[config.mk]
export PLATFORM = sky130hd
export DESIGN_NAME = i2c_tgt
export DESIGN_NICKNAME = d
export VERILOG_FILES = /design/src/rtl/i2c_tgt_pkg.sv /design/src/rtl/i2c_tgt_dp.sv /design/src/rtl/i2c_tgt_ctrl.sv /design/src/rtl/i2c_tgt.sv
export SDC_FILE = /design/constraint.sdc
export NUM_CORES = 1
export LEC_CHECK = 0
export ABC_CLOCK_PERIOD_IN_PS = 3850
export BUFFER_PORTS_ARGS = -buffer_cell sky130_fd_sc_hd__buf_2
export CELL_PAD_IN_SITES_DETAIL_PLACEMENT = 1
export CELL_PAD_IN_SITES_GLOBAL_PLACEMENT = 2
export CORE_MARGIN = 8
export CORE_UTILIZATION = 40
export CTS_CLUSTER_SIZE = 30
export DETAILED_ROUTE_END_ITERATION = 8
export GPL_TIMING_DRIVEN = 1
export PLACE_DENSITY_LB_ADDON = 0.1
export SLEW_MARGIN = 10
export SYNTH_ARGS = -nofsm -noshare
export SYNTH_HDL_FRONTEND = slang
export SYNTH_SLANG_ARGS = --single-unit
[constraint.sdc]
create_clock -name clk -period 3.85 [get_ports clk]
set_clock_uncertainty 0.15 [all_clocks]
set_input_delay 0 -clock clk [delete_from_list [all_inputs] [get_ports clk]]
set_output_delay 0 -clock clk [all_outputs]
set_load 0.02 [all_outputs]
[src/rtl/i2c_tgt_pkg.sv]
package i2c_tgt_pkg;
  localparam int BYTE_W = 8;

  typedef enum logic [2:0] {
    ST_IDLE, ST_ADDR, ST_ACK, ST_MCODE, ST_WRITE, ST_READ, ST_RDHOLD, ST_MACK
  } tgtState_e;

  // strobes from control to datapath
  typedef struct packed {
    logic clrCnt;
    logic cntEn;
    logic loadTx;
    logic shiftTx;
  } dpCmd_t;

  // bus events from datapath to control
  typedef struct packed {
    logic sclLvl;
    logic sdaLvl;
    logic sclRise;
    logic sclFall;
    logic startDet;
    logic stopDet;
    logic byteRdy;
  } busEv_t;
endpackage

[src/rtl/i2c_tgt_dp.sv]
module i2c_tgt_dp
  import i2c_tgt_pkg::*;
#(
  parameter int SYNC_STAGES = 2
) (
  input  logic              clk,
  input  logic              rstN,
  input  logic              sclIn,
  input  logic              sdaIn,
  input  logic [BYTE_W-1:0] txData,
  input  dpCmd_t            cmd,
  output busEv_t            ev,
  output logic [BYTE_W-1:0] rxByte,
  output logic              txBit
);
  localparam int CNT_W = $clog2(BYTE_W);
  localparam logic [CNT_W-1:0] LAST_BIT = CNT_W'(BYTE_W - 1);

  logic [SYNC_STAGES-1:0] sclSync, sdaSync;
  logic [2:0] sclWin, sdaWin;
  logic sclF, sdaF, sclP, sdaP;
  logic [CNT_W-1:0] bitCnt;
  logic [BYTE_W-1:0] rxSh, txSh;
  logic byteRdyQ;

  function automatic logic maj3(input logic [2:0] w);
    return (w[0] & w[1]) | (w[0] & w[2]) | (w[1] & w[2]);
  endfunction

  // synchroniser chains, length picked by parameter
  generate
    if (SYNC_STAGES == 1) begin : g_sync1
      always_ff @(posedge clk or negedge rstN)
        if (!rstN) begin
          sclSync <= '1;
          sdaSync <= '1;
        end else begin
          sclSync <= sclIn;
          sdaSync <= sdaIn;
        end
    end else begin : g_syncN
      always_ff @(posedge clk or negedge rstN)
        if (!rstN) begin
          sclSync <= '1;
          sdaSync <= '1;
        end else begin
          sclSync <= {sclSync[SYNC_STAGES-2:0], sclIn};
          sdaSync <= {sdaSync[SYNC_STAGES-2:0], sdaIn};
        end
    end
  endgenerate

  always_ff @(posedge clk or negedge rstN) begin
    if (!rstN) begin
      sclWin <= '1;
      sdaWin <= '1;
      sclF   <= 1'b1;
      sdaF   <= 1'b1;
      sclP   <= 1'b1;
      sdaP   <= 1'b1;
    end else begin
      sclWin <= {sclWin[1:0], sclSync[SYNC_STAGES-1]};
      sdaWin <= {sdaWin[1:0], sdaSync[SYNC_STAGES-1]};
      sclF   <= maj3(sclWin);
      sdaF   <= maj3(sdaWin);
      sclP   <= sclF;
      sdaP   <= sdaF;
    end
  end

  always_comb begin
    ev.sclLvl   = sclF;
    ev.sdaLvl   = sdaF;
    ev.sclRise  = sclF & ~sclP;
    ev.sclFall  = ~sclF & sclP;
    ev.startDet = sclF & sclP & sdaP & ~sdaF;
    ev.stopDet  = sclF & sclP & ~sdaP & sdaF;
    ev.byteRdy  = byteRdyQ;
  end

  always_ff @(posedge clk or negedge rstN) begin
    if (!rstN) begin
      bitCnt   <= '0;
      rxSh     <= '0;
      txSh     <= '1;
      byteRdyQ <= 1'b0;
    end else begin
      byteRdyQ <= 1'b0;
      if (ev.sclRise) rxSh <= {rxSh[BYTE_W-2:0], sdaF};
      if (cmd.clrCnt) bitCnt <= '0;
      else if (cmd.cntEn && ev.sclRise) begin
        bitCnt   <= (bitCnt == LAST_BIT) ? '0 : bitCnt + 1'b1;
        byteRdyQ <= (bitCnt == LAST_BIT);
      end
      if (cmd.loadTx) txSh <= txData;
      else if (cmd.shiftTx) txSh <= {txSh[BYTE_W-2:0], 1'b1};
    end
  end

  assign rxByte = rxSh;
  assign txBit  = txSh[BYTE_W-1];

  // a START always restarts the bit count
  a_r10_start_restarts_byte: assert property (@(posedge clk) disable iff (!rstN)
    ev.startDet |=> (bitCnt == '0))
    else $error("R10 bit counter not cleared by START");
endmodule

[src/rtl/i2c_tgt_ctrl.sv]
module i2c_tgt_ctrl
  import i2c_tgt_pkg::*;
#(
  parameter logic [4:0] ADDR_HI = 5'b01101,
  parameter logic       VARIANT = 1'b0
) (
  input  logic              clk,
  input  logic              rstN,
  input  busEv_t            ev,
  input  logic [BYTE_W-1:0] rxByte,
  input  logic              txBit,
  input  logic              addrPin,
  output dpCmd_t            cmd,
  output logic              sdaOe,
  output logic              hsMode,
  output logic              rxValid,
  output logic              startStrobe,
  output logic              stopStrobe,
  output logic              txTake
);
  localparam logic [4:0] MCODE_HI = 5'b00001;

  tgtState_e state;
  logic half, rnwQ, nackQ, ackOnQ, hsQ;
  logic [6:0] myAddr;
  logic busCond, readPhase;

  assign myAddr    = {ADDR_HI, VARIANT, addrPin};
  assign busCond   = ev.startDet | ev.stopDet;
  assign readPhase = (state == ST_READ) || (state == ST_RDHOLD);

  always_comb begin
    cmd.clrCnt  = busCond;
    cmd.cntEn   = (state == ST_ADDR) || (state == ST_WRITE) || (state == ST_READ);
    cmd.loadTx  = !busCond && ev.sclFall &&
                  (((state == ST_ACK) && half && rnwQ) || ((state == ST_MACK) && !nackQ));
    cmd.shiftTx = !busCond && ev.sclFall && (state == ST_READ);
  end

  assign txTake = cmd.loadTx;
  assign sdaOe  = readPhase ? ~txBit : ackOnQ;
  assign hsMode = hsQ;

  always_ff @(posedge clk or negedge rstN) begin
    if (!rstN) begin
      state       <= ST_IDLE;
      half        <= 1'b0;
      rnwQ        <= 1'b0;
      nackQ       <= 1'b0;
      ackOnQ      <= 1'b0;
      hsQ         <= 1'b0;
      rxValid     <= 1'b0;
      startStrobe <= 1'b0;
      stopStrobe  <= 1'b0;
    end else begin
      rxValid     <= 1'b0;
      startStrobe <= 1'b0;
      stopStrobe  <= 1'b0;
      if (ev.stopDet) begin
        state      <= ST_IDLE;
        half       <= 1'b0;
        ackOnQ     <= 1'b0;
        hsQ        <= 1'b0;
        stopStrobe <= 1'b1;
      end else if (ev.startDet) begin
        state       <= ST_ADDR;
        half        <= 1'b0;
        ackOnQ      <= 1'b0;
        startStrobe <= 1'b1;
      end else begin
        unique case (state)
          ST_IDLE: ;
          ST_ADDR:
            if (ev.byteRdy) begin
              half <= 1'b0;
              if (rxByte[7:3] == MCODE_HI) state <= ST_MCODE;
              else if (rxByte[7:1] == myAddr) begin
                state <= ST_ACK;
                rnwQ  <= rxByte[0];
              end else state <= ST_IDLE;
            end
          ST_ACK:
            if (ev.sclFall) begin
              if (!half) begin
                half   <= 1'b1;
                ackOnQ <= 1'b1;
              end else begin
                half   <= 1'b0;
                ackOnQ <= 1'b0;
                state  <= rnwQ ? ST_READ : ST_WRITE;
              end
            end
          ST_MCODE:
            if (ev.sclFall) begin
              if (!half) half <= 1'b1;
              else begin
                half  <= 1'b0;
                hsQ   <= 1'b1;
                state <= ST_IDLE;
              end
            end
          ST_WRITE:
            if (ev.byteRdy) begin
              rxValid <= 1'b1;
              half    <= 1'b0;
              state   <= ST_ACK;
            end
          ST_READ:
            if (ev.byteRdy) state <= ST_RDHOLD;
          ST_RDHOLD:
            if (ev.sclFall) begin
              nackQ <= 1'b0;
              state <= ST_MACK;
            end
          ST_MACK: begin
            if (ev.sclRise) nackQ <= ev.sdaLvl;
            if (ev.sclFall) state <= nackQ ? ST_IDLE : ST_READ;
          end
          default: state <= ST_IDLE;
        endcase
      end
    end
  end

  a_r9_stop_clears_hs: assert property (@(posedge clk) disable iff (!rstN)
    ev.stopDet |=> !hsMode)
    else $error("R9 hsMode survived STOP");

  a_r8_restart_keeps_hs: assert property (@(posedge clk) disable iff (!rstN)
    (ev.startDet && !ev.stopDet) |=> (hsMode == $past(hsMode)))
    else $error("R8 hsMode changed on repeated START");

  a_r7_mcode_never_pulls: assert property (@(posedge clk) disable iff (!rstN)
    (state == ST_MCODE) |-> !sdaOe)
    else $error("R7 SDA pulled after master code");

  a_r11_oe_moves_scl_low: assert property (@(posedge clk) disable iff (!rstN)
    (sdaOe != $past(sdaOe)) |-> !ev.sclLvl)
    else $error("R11 sdaOe changed while SCL high");
endmodule

[src/rtl/i2c_tgt.sv]
module i2c_tgt
  import i2c_tgt_pkg::*;
#(
  parameter logic VARIANT     = 1'b0,
  parameter int   SYNC_STAGES = 2
) (
  input  logic        clk,
  input  logic        rstN,
  input  logic        sclIn,
  input  logic        sdaIn,
  input  logic        addrPin,
  input  logic [7:0]  txData,
  output logic        sdaOe,
  output logic        hsMode,
  output logic [7:0]  rxData,
  output logic        rxValid,
  output logic        startStrobe,
  output logic        stopStrobe,
  output logic        txTake
);
  dpCmd_t cmd;
  busEv_t ev;
  logic [BYTE_W-1:0] rxByte;
  logic txBit;

  i2c_tgt_dp #(.SYNC_STAGES(SYNC_STAGES)) u_dp (
    .clk(clk), .rstN(rstN), .sclIn(sclIn), .sdaIn(sdaIn), .txData(txData),
    .cmd(cmd), .ev(ev), .rxByte(rxByte), .txBit(txBit)
  );

  i2c_tgt_ctrl #(.ADDR_HI(5'b01101), .VARIANT(VARIANT)) u_ctrl (
    .clk(clk), .rstN(rstN), .ev(ev), .rxByte(rxByte), .txBit(txBit),
    .addrPin(addrPin), .cmd(cmd), .sdaOe(sdaOe), .hsMode(hsMode),
    .rxValid(rxValid), .startStrobe(startStrobe), .stopStrobe(stopStrobe),
    .txTake(txTake)
  );

  assign rxData = rxByte;
endmodule

==> metrics <==
initial antenna violation count=0; Least-Margin Pin Slew=0.945 ns; H-tree Lvls=2; layout net count=218; peak supply drop=332 µV; fmax=431 MHz; Max transition margin=37.0%; number of clock sinks=45; global-route wire length before repair=7440 µm; yosys warns=0; antenna viol nets, final=0; Max Fanout on Critical Path=18; Die X=86.3 µm; leakage=1.02 nW; Synth cell types=47; root buffer cell=clkbuf_8; Hold Fails Final Rpt=0; Setup crit end kind=output port; global router's overall resource usage=12.7%; max cap viols=0; status=finished clean; vias after detailed routing=1,384; drt total wl=4350 µm; number of port buffers=26; clk buf depth=2; via/cell ratio=5.11; clock slew at reported path FFs=0.09 ns; num rows=25; synth-to-layout area growth=18.6%; CTS tree=yes; number of synthesized flops with an enable pin=0; Syn Nets=181; Initial Util=41.6%; Worst Hold Slack=0.163 ns; HPWL after detailed placement=3050 µm; worst setup path category=register to output port; startpoint types=register; Avg Cell Area, Syn=11.9 µm²; minimum clock period=2.32 ns; required time of the critical path=3.70 ns; layout cell share with drive strength beyond 1=35.8%; grt ovf=0; GPL Wtd Cong=0.772; Syn Std Cell Area=1980 µm²; number of diodes=0; area of the core=4750 µm²; final period utilization=60.3%; #FFs+latches synth=45; register area share after synthesis=58.4%; clk_lat worst skew=0.30 ns; Slew Viols, Final=0; critical path data arrival time=2.17 ns; Detailed Route Iter0 Violations=50; number of global-route vias before repair=1,558; CTS buffer count=5; endpoints failing setup=0; DRC=0; drt wl/cell=16.1 µm; worst hold-check path type=input port to register; Top FF cell, synth=dfrtp_1; Power Density=563 nW/µm²; RSZ-0062 raised after global routing=no; largest net degree at the start of global routing=46; Total Die Area=7450 µm²; setup TNS=0 ns; First-pass DRT Iterations=4; Die Height=86.3 µm; async set-reset flop share out of synthesis=100%; Post-Syn Instances=166; I/O pins=27
[critical path, cell delays in order, from the launching register on]
cell,delay [ns]
dfrtp_1,0.58
nand4bb_1,0.29
a21oi_1,0.70
buf_2,0.30
[flip-flops by register name, summed over array words and instances, names as in the netlist, 2 cells and up]
| register | count |
|---|---|
| u_ctrl.state | 3 |
| u_dp.bitCnt | 3 |
| u_dp.rxByte | 8 |
| u_dp.sclSync | 2 |
| u_dp.sclWin | 3 |
| u_dp.sdaSync | 2 |
| u_dp.sdaWin | 3 |
| u_dp.txSh | 8 |
[cell usage in the layout, fill, tap and decap left out, types with 2 or more instances in the layout]
| cell type | netlist | routed |
|---|---|---|
| nand3b_1 | 2 | 2 |
| inv_6 | 0 | 2 |
| nor3_1 | 3 | 3 |
| nand3_1 | 2 | 2 |
| o31ai_1 | 3 | 3 |
| nand2_1 | 20 | 20 |
| dfstp_2 | 22 | 22 |
| a22oi_1 | 7 | 7 |
| inv_1 | 4 | 4 |
| a21oi_1 | 7 | 7 |
| ha_1 | 2 | 2 |
| nor3_2 | 2 | 2 |
| maj3_1 | 2 | 2 |
| dlygate4sd3_1 | 0 | 11 |
| o211ai_1 | 2 | 2 |
| nand2b_1 | 4 | 4 |
| o21ai_0 | 8 | 8 |
| nor2_1 | 9 | 9 |
| buf_2 | 4 | 26 |
| mux2i_1 | 4 | 4 |
| mux2_2 | 8 | 8 |
| clkbuf_8 | 0 | 5 |
| dfrtp_1 | 23 | 23 |
[worst paths after layout]
kind                                      start               to  slack, ns  cells after the start
max in group asynchronous                  rstN   u_dp.bitCnt[0]       2.74                      2
worst max register to register  u_ctrl.state[2]     u_dp.txSh[5]       1.67                      5
min in group asynchronous                  rstN  u_ctrl.state[1]       0.22                      2
worst max-delay path            u_ctrl.state[2]           txTake       1.53                      3
worst min-delay path                    addrPin      u_ctrl.rnwQ       0.16                      6
worst min register to register  u_dp.sclSync[0]  u_dp.sclSync[1]       0.21                      0
[power breakdown]
part           switching (mW)  total (mW)  internal, mW
clock                   0.175       0.308         0.132
sequential             0.0995       0.707         0.607
combinational           0.170       0.305         0.135
total                   0.445        1.32         0.875
[layout make-up]
class | count | area (µm²)
multi-input cells | 110 | 758
well taps | 67 | 83.8
clock buffers | 5 | 68.8
clock inverters | 3 | 25.0
fillers | 535 | 2410
flip-flops and latches | 45 | 1150
inverters | 4 | 15.0
repair buffers | 37 | 240
[cells by family (layout without fill, tap and decap cells)]
| kind of cell | after synthesis | in the layout | share of synthesized area, % |
|---|---|---|---|
| xor gates and xnor gates | 2 | 2 | 0.886 |
| and+or+nand+nor | 55 | 55 | 14.9 |
| AOI/OAI and AO/OA | 36 | 36 | 13.2 |
| buffers and inverters | 11 | 49 | 3.29 |
| adders and majority gates | 4 | 4 | 2.28 |
| muxes | 13 | 13 | 7.15 |
| DFF | 45 | 45 | 58.4 |
[stage by stage]
| step | cell area (µm²) | setup WS [ns] | utilization [%] | instances | power, mW |
|---|---|---|---|---|---|
| 4_1_cts | 2340 | 1.48 | 49.3 | 271 | 1.34 |
| 3_5_place_dp | 2140 | 1.63 | 45.0 | 252 | 1.02 |
| 5_1_grt | 2340 | 1.35 | 49.3 | 271 | 1.40 |
| 2_1_floorplan | 1980 | 2.10 | - | 166 | 0.898 |
| 6_report | 2340 | 1.53 | 49.3 | 271 | 1.32 |
| 3_3_place_gp | 2140 | 1.76 | 45.0 | 252 | 0.993 |
[routing by layer]
layer | share of wire (%) | GRT usage (%) | vias up
met5 | 0 | 0 | -
met4 | 0.83 | 4.23 | 0
met3 | 4.0 | 4.16 | 5
met2 | 50 | 21.6 | 20
met1 | 45 | 14.5 | 700
li1 | - | - | 659
[cell usage after synthesis, types with 2 or more instances]
master,instances,area [µm²]
o21ai_0,8,40.0
buf_6,2,22.5
dfrtp_1,23,576
o31ai_1,3,22.5
mux2i_1,4,40.0
ha_1,2,25.0
nor3_2,2,20.0
buf_2,4,20.0
mux2_2,8,90.1
maj3_1,2,20.0
nor3_1,3,15.0
o211ai_1,2,15.0
nand3_1,2,10.0
nor2_1,9,33.8
nand2b_1,4,25.0
a22oi_1,7,52.6
inv_1,4,15.0
dfstp_2,22,578
nand2_1,20,75.1
a21oi_1,7,35.0
nand3b_1,2,15.0
[repair_timing]
action,4_1_cts,5_1_grt
hold endpoints to repair,33,0
resized for setup,0,0
setup buffers,0,0
hold buffers,11,0
Note: power is estimated with default switching activity, not from simulation.
